[config.mk]
export PLATFORM = sky130hd
export DESIGN_NAME = mealy5_seq
export DESIGN_NICKNAME = d
export VERILOG_FILES = /design/src/rtl/mealy5_pkg.sv /design/src/rtl/mealy5_ctrl.sv /design/src/rtl/mealy5_state.sv /design/src/rtl/mealy5_seq.sv
export SDC_FILE = /design/constraint.sdc
export NUM_CORES = 1
export LEC_CHECK = 0
export ABC_AREA = 1
export BUFFER_PORTS_ARGS = -buffer_cell sky130_fd_sc_hd__buf_2
export CAP_MARGIN = 10
export CORE_AREA = 4 4 41 43
export DETAILED_ROUTE_END_ITERATION = 16
export DIE_AREA = 0 0 45 47
export SLEW_MARGIN = 0
export SYNTH_ARGS = -nofsm -noshare
export SYNTH_HDL_FRONTEND = slang
export SYNTH_SLANG_ARGS = --single-unit
[constraint.sdc]
create_clock -name clk -period 1.3 [get_ports clk]
set_clock_uncertainty 0.2 [all_clocks]
set_input_delay 0.13 -clock clk [delete_from_list [all_inputs] [get_ports clk]]
set_output_delay 0.13 -clock clk [all_outputs]
set_load 0.05 [all_outputs]
[src/rtl/mealy5_pkg.sv]
`timescale 1ns/1ps
package mealy5_pkg;
  localparam int STATE_W = 3;

  typedef logic [STATE_W-1:0] code_t;

  localparam code_t S_HOME = 3'b000;
  localparam code_t S_ODD  = 3'b001;
  localparam code_t S_MID  = 3'b010;
  localparam code_t S_ALT  = 3'b011;
  localparam code_t S_PARK = 3'b100;

  // strobes from control to the state datapath
  typedef struct packed {
    logic  clear;
    logic  load;
    code_t nextCode;
  } ctrl_t;
endpackage

[src/rtl/mealy5_ctrl.sv]
`timescale 1ns/1ps
module mealy5_ctrl
  import mealy5_pkg::*;
(
  input  logic  rst,
  input  logic  xIn,
  input  code_t curState,
  output ctrl_t ctrl,
  output logic  zOut
);
  code_t nextCode;
  logic  zVal;

  // transition and output table; unused codes recover to home with z low
  always_comb begin
    nextCode = S_HOME;
    zVal     = 1'b0;
    unique case (curState)
      S_HOME: begin nextCode = xIn ? S_MID  : S_ALT;  zVal = xIn;  end
      S_ODD:  begin nextCode = xIn ? S_MID  : S_HOME; zVal = !xIn; end
      S_MID:  begin nextCode = S_PARK;                zVal = xIn;  end
      S_ALT:  begin nextCode = xIn ? S_HOME : S_MID;  zVal = !xIn; end
      S_PARK: begin nextCode = xIn ? S_HOME : S_PARK; zVal = xIn;  end
      default: begin nextCode = S_HOME;               zVal = 1'b0; end
    endcase
  end

  always_comb begin
    ctrl.clear    = rst;
    ctrl.load     = !rst;
    ctrl.nextCode = nextCode;
  end

  assign zOut = zVal;
endmodule

[src/rtl/mealy5_state.sv]
`timescale 1ns/1ps
module mealy5_state
  import mealy5_pkg::*;
#(
  parameter code_t RESET_CODE = 3'b000
)(
  input  logic  clk,
  input  ctrl_t ctrl,
  output code_t curState
);
  code_t stateQ;

  always_ff @(posedge clk) begin
    if (ctrl.clear)     stateQ <= RESET_CODE;
    else if (ctrl.load) stateQ <= ctrl.nextCode;
  end

  assign curState = stateQ;
endmodule

[src/rtl/mealy5_seq.sv]
`timescale 1ns/1ps
module mealy5_seq
  import mealy5_pkg::*;
#(
  parameter logic [2:0] RESET_CODE = 3'b000
)(
  input  logic       clk,
  input  logic       rst,
  input  logic       xIn,
  output logic       zOut,
  output logic [2:0] stateOut
);
  ctrl_t ctrl;
  code_t curState;

  mealy5_ctrl u_ctrl (
    .rst      (rst),
    .xIn      (xIn),
    .curState (curState),
    .ctrl     (ctrl),
    .zOut     (zOut)
  );

  mealy5_state #(.RESET_CODE(RESET_CODE)) u_state (
    .clk      (clk),
    .ctrl     (ctrl),
    .curState (curState)
  );

  assign stateOut = curState;
endmodule

**Word-level counts from Yosys, hierarchy flattened**

Index checks and enable logic that the tools add are counted.

- Register bits after elaboration: 3
- Input bits: 3
- Output and inout port bits: 4
- Logic and storage cells: 15

- Equal/unequal tests: 4
- Mux-type cells: 6
- Reductions and logical operators: 4

Operators with widths:

| cell | count |
|---|---|
| $pmux W3 S5 | 1 |
| $eq A3 B2 Y1 const B | 2 |
| $mux W2 | 2 |
| $eq A3 B1 Y1 const B | 1 |
| $eq A3 B3 Y1 const B | 1 |
| $logic_not A3 Y1 | 1 |
| $mux W3 | 1 |
| $reduce_or A3 Y1 | 1 |
| $pmux W1 S2 | 1 |
| $reduce_or A2 Y1 | 1 |
| $logic_not A1 Y1 | 1 |
| $mux W1 | 1 |

**Logic depth before layout (Yosys ltp)**

- Depth in word-level cells: 3
- Depth in mapped cells: 5
- Mapped depth without buffers: 5

**Modules after synthesis**

A second synthesis with hierarchy kept.

- Cell total of the unflattened synthesis: 41
- Area, all modules: 212.7 um2

By module, submodules not included:

| module | instances | cells an instance | area an instance (um2) | sequential area each (um2) |
|---|---|---|---|---|
| mealy5_state | 1 | 19 | 120.1 | 60.1 |
| mealy5_ctrl | 1 | 22 | 92.6 | 0.0 |

**Worst setup path after synthesis**

Ideal clock, no wire load.

- Kind: register -> output
- From: register u_state.stateQ[0], in the netlist u_state.curState[0]
- To: output port zOut
- Data arrival time: 1.237 ns
- Required time: 0.970 ns
- Slack: -0.267 ns
- Stages on the path, launching flop included: 5
- Path buffers: 0
- Cells stage by stage: dfxtp_1 -> nand2_1 -> nand2_1 -> o21ai_1 -> inv_1

- Cells in the longest elaborated chain, start to end: 3
- Elaborated cells on any way between the ends: 8
- Those cells by class: eq/ne: 4; mux: 1; reduce/logical: 3

Ends and longest elaborated chain:

| what | line | RTL |
|---|---|---|
| start, declared | mealy5_state.sv:11 | `code_t stateQ;` |
| start signal, assigned | mealy5_state.sv:15 | `else if (ctrl.load) stateQ <= ctrl.nextCode;` |
| $eq A3 B2 Y1, or another cell as far along | mealy5_ctrl.sv:18 | `unique case (curState)` |
| $reduce_or A3 Y1 (no source line) or $reduce_or A2 Y1 (tied branches) | n/a |  |
| $pmux W1 S2 * | mealy5_ctrl.sv:18 |  |
| end, declared | mealy5_seq.sv:10 | `output logic zOut,` |

Mark *: on every way between the ends. The rest lies on a longest branch, timed or not.

**Final worst setup path**

Same ends and word-level chain as after synthesis.

==> flow_summary.ini <==
[run_status]
status = complete, but fails checks
failed_checks = setup timing

[yosys]
netlist.area_leader.share = 0.400
syn_inst = 25
synth.area.top_cells = dfxtp_1, nand2_1, inv_1
yosysSeqAreaShare = 0.400
synth_cell_type_count = 8
synth_nets = 28
syn_avg_cell_area_um2 = 6.01
yosysTopAreaCell = dfxtp_1
yosysWarnings = 0
syn_area_um2 = 150
ys_ff_latch = 3

[finish]
layout-drive-gt1-share = 0.405
nets = 41
area.growth.synth_to_final_pct = 77.5
final_core_util = 0.205
n_fill_cell = 165
diodes = 0
ff_latch_area_um2 = 66.3
fin_area_um2 = 267
largest_reg_flops = 3
multi_input_area_um2 = 72.6
final_cell_count_no_fill = 52

[floorplan]
pin_count = 7
rows = 13
core_um2 = 1300
die_w_um = 45
die-area_um2 = 2120
fp.dieH_um = 47
start_util = 0.115

[critical_path]
crit_buf_inv = 3
critPathLaunchType = register
end_kind = output port
crit_family = flip-flops
cp.arrival_ns = 1.00
max_stage_delay_ns = 0.37
critical_path_class = reg2out
path_cells = inv_2 -> nand2_1 -> nand2_1 -> o21ai_1 -> inv_2 -> buf_8
crit_fanout = 5
worst_ep_required_time_ns = 0.97
r2r_slack_ns = 0.40
crit_path_top_delay_cell = dfxtp_4

[clock_network]
clk_latency_ns = 0.23
cts.sinks = 3
cts_tree = yes
cts_made_buffers = 3
cts_setup_buffers = 0
clockBufferDepth = 2
clockRootBuffer = clkbuf_4
htree_levels = 1
path_clk_slew_ns = 0.04

[route]
detail-route-antenna-nets = 0
routed_wl_um = 353
avgViaCountPerCell = 3.27
drc_errors = 0
route.vias.total = 170
wire_per_inst_um = 6.79
firstDrtPassIters = 2
drtIter0Drc = 1

[sta]
fin_crit_ns = 1.33
setup_tns_ns = -0.0347
worst_pin_slew_ns = 0.251
drv_slew = 0
hold_viol = 0
fmax_mhz = 749
setup-violations-final = 1
slew_headroom = 0.834
setup_slack_ns = -0.0347
finalCritPeriodShare = 1.03
rsz0062_at_grt = yes

[global_routing]
overflow = 0
grt_pass1_vias = 168
antenna_found_initial = 0
grt_max_degree = 6
track_usage = 0.0466
grt_pass1_wl_um = 627

[placement]
place_area_um2 = 203
port_buffers = 6
place_congestion = 0.598
dp.cells = 46
dp_hpwl_um = 262

[pwr]
netSwitchingPower_mw = 0.160
clkPwrFrac = 0.373
p_comb_frac = 0.340
p_per_area_nw_per_um2 = 1610
vdd_drop_max_uv = 376
power_leakage_nw = 0.143
p_int_mw = 0.269
seqPwrFrac = 0.288
switching_share = 0.372

[hold_path]
min_path_type = in2reg

[flow_run]
cap_violations = 0
## layout make-up
class                           count  share of cell area
Inverter                            6              0.0845
Timing Repair Buffer                8               0.225
Sequential cell                     3               0.249
Tap cell                           15              0.0704
Multi-Input combinational cell     16               0.272
Clock buffer                        4              0.0986
## through the flow
step / power (mW) / hold slack (ns) / setup slack (ns)
CTS: 0.439 / 0.00610 / -0.0400
finish: 0.429 / 0.0184 / -0.0347
floorplan: 0.224 / 0.0832 / 0.0496
global route: 0.467 / 0.0515 / -0.0785
detailed placement: 0.252 / 0.181 / 0.132
global placement: 0.252 / 0.182 / 0.130
## final timing paths
check                                               startpoint                              to  cells after the start
worst max-delay path            u_state.curState[0]$_SDFF_PP0_                            zOut                      6
worst min-delay path                                       xIn  u_state.curState[1]$_SDFF_PP0_                      4
worst max register to register  u_state.curState[1]$_SDFF_PP0_  u_state.curState[2]$_SDFF_PP0_                      3
worst min register to register  u_state.curState[1]$_SDFF_PP0_  u_state.curState[1]$_SDFF_PP0_                      2
## Yosys cell counts
library cell and number:
dfxtp_1 3, inv_1 6, nor2_2 1, nand2_1 9
o21ai_1 1, a21oi_1 2, nand3_1 1, nor2_1 2
## worst min-delay path, cell delays in order
cell	delay (ns)
buf_2	0.09
inv_1	0.06
nand3_1	0.06
a21oi_1	0.06
## cells in the final DEF, fill, tap and decap left out
cell / instances
inv_2: 2
o21ai_1: 1
dlygate4sd3_1: 2
clkbuf_4: 3
nor2_1: 2
dfxtp_2: 2
dfxtp_4: 1
nand3_1: 1
nor2_4: 1
buf_8: 1
nand2_1: 9
inv_1: 4
a21oi_1: 2
clkbuf_1: 1
buf_2: 5
## timing repair
action | 4_1_cts | 5_1_grt
gates resized for setup | 5 | 1
hold endpoints to repair | 3 | 0
setup endpoints to repair | 1 | 1
pin swaps | 1 | 0
hold buffers | 2 | 0
## metal layers
layer / up-vias / wire length, um / track usage
met5: - / 0 / 0
met2: 4 / 163 / 0.0565
met1: 66 / 140 / 0.0454
met4: 0 / 8 / 0.0526
li1: 98 / - / -
met3: 2 / 41 / 0.0383
## power groups by stage
stage | combinational [mW] | clock (mW) | sequential (mW)
3_5_place_dp | 0.130 | 0 | 0.122
3_3_place_gp | 0.130 | 0 | 0.122
5_1_grt | 0.158 | 0.182 | 0.127
2_1_floorplan | 0.0585 | 0 | 0.166
6_report | 0.146 | 0.160 | 0.123
4_1_cts | 0.146 | 0.173 | 0.121
## logic make-up after synthesis
kind of cell | share of synthesized area
buffers and inverters | 0.150
flip-flops | 0.400
AO/OA/AOI/OAI | 0.100
AND/OR/NAND/NOR | 0.350
Power figures use the tool's default switching activity.
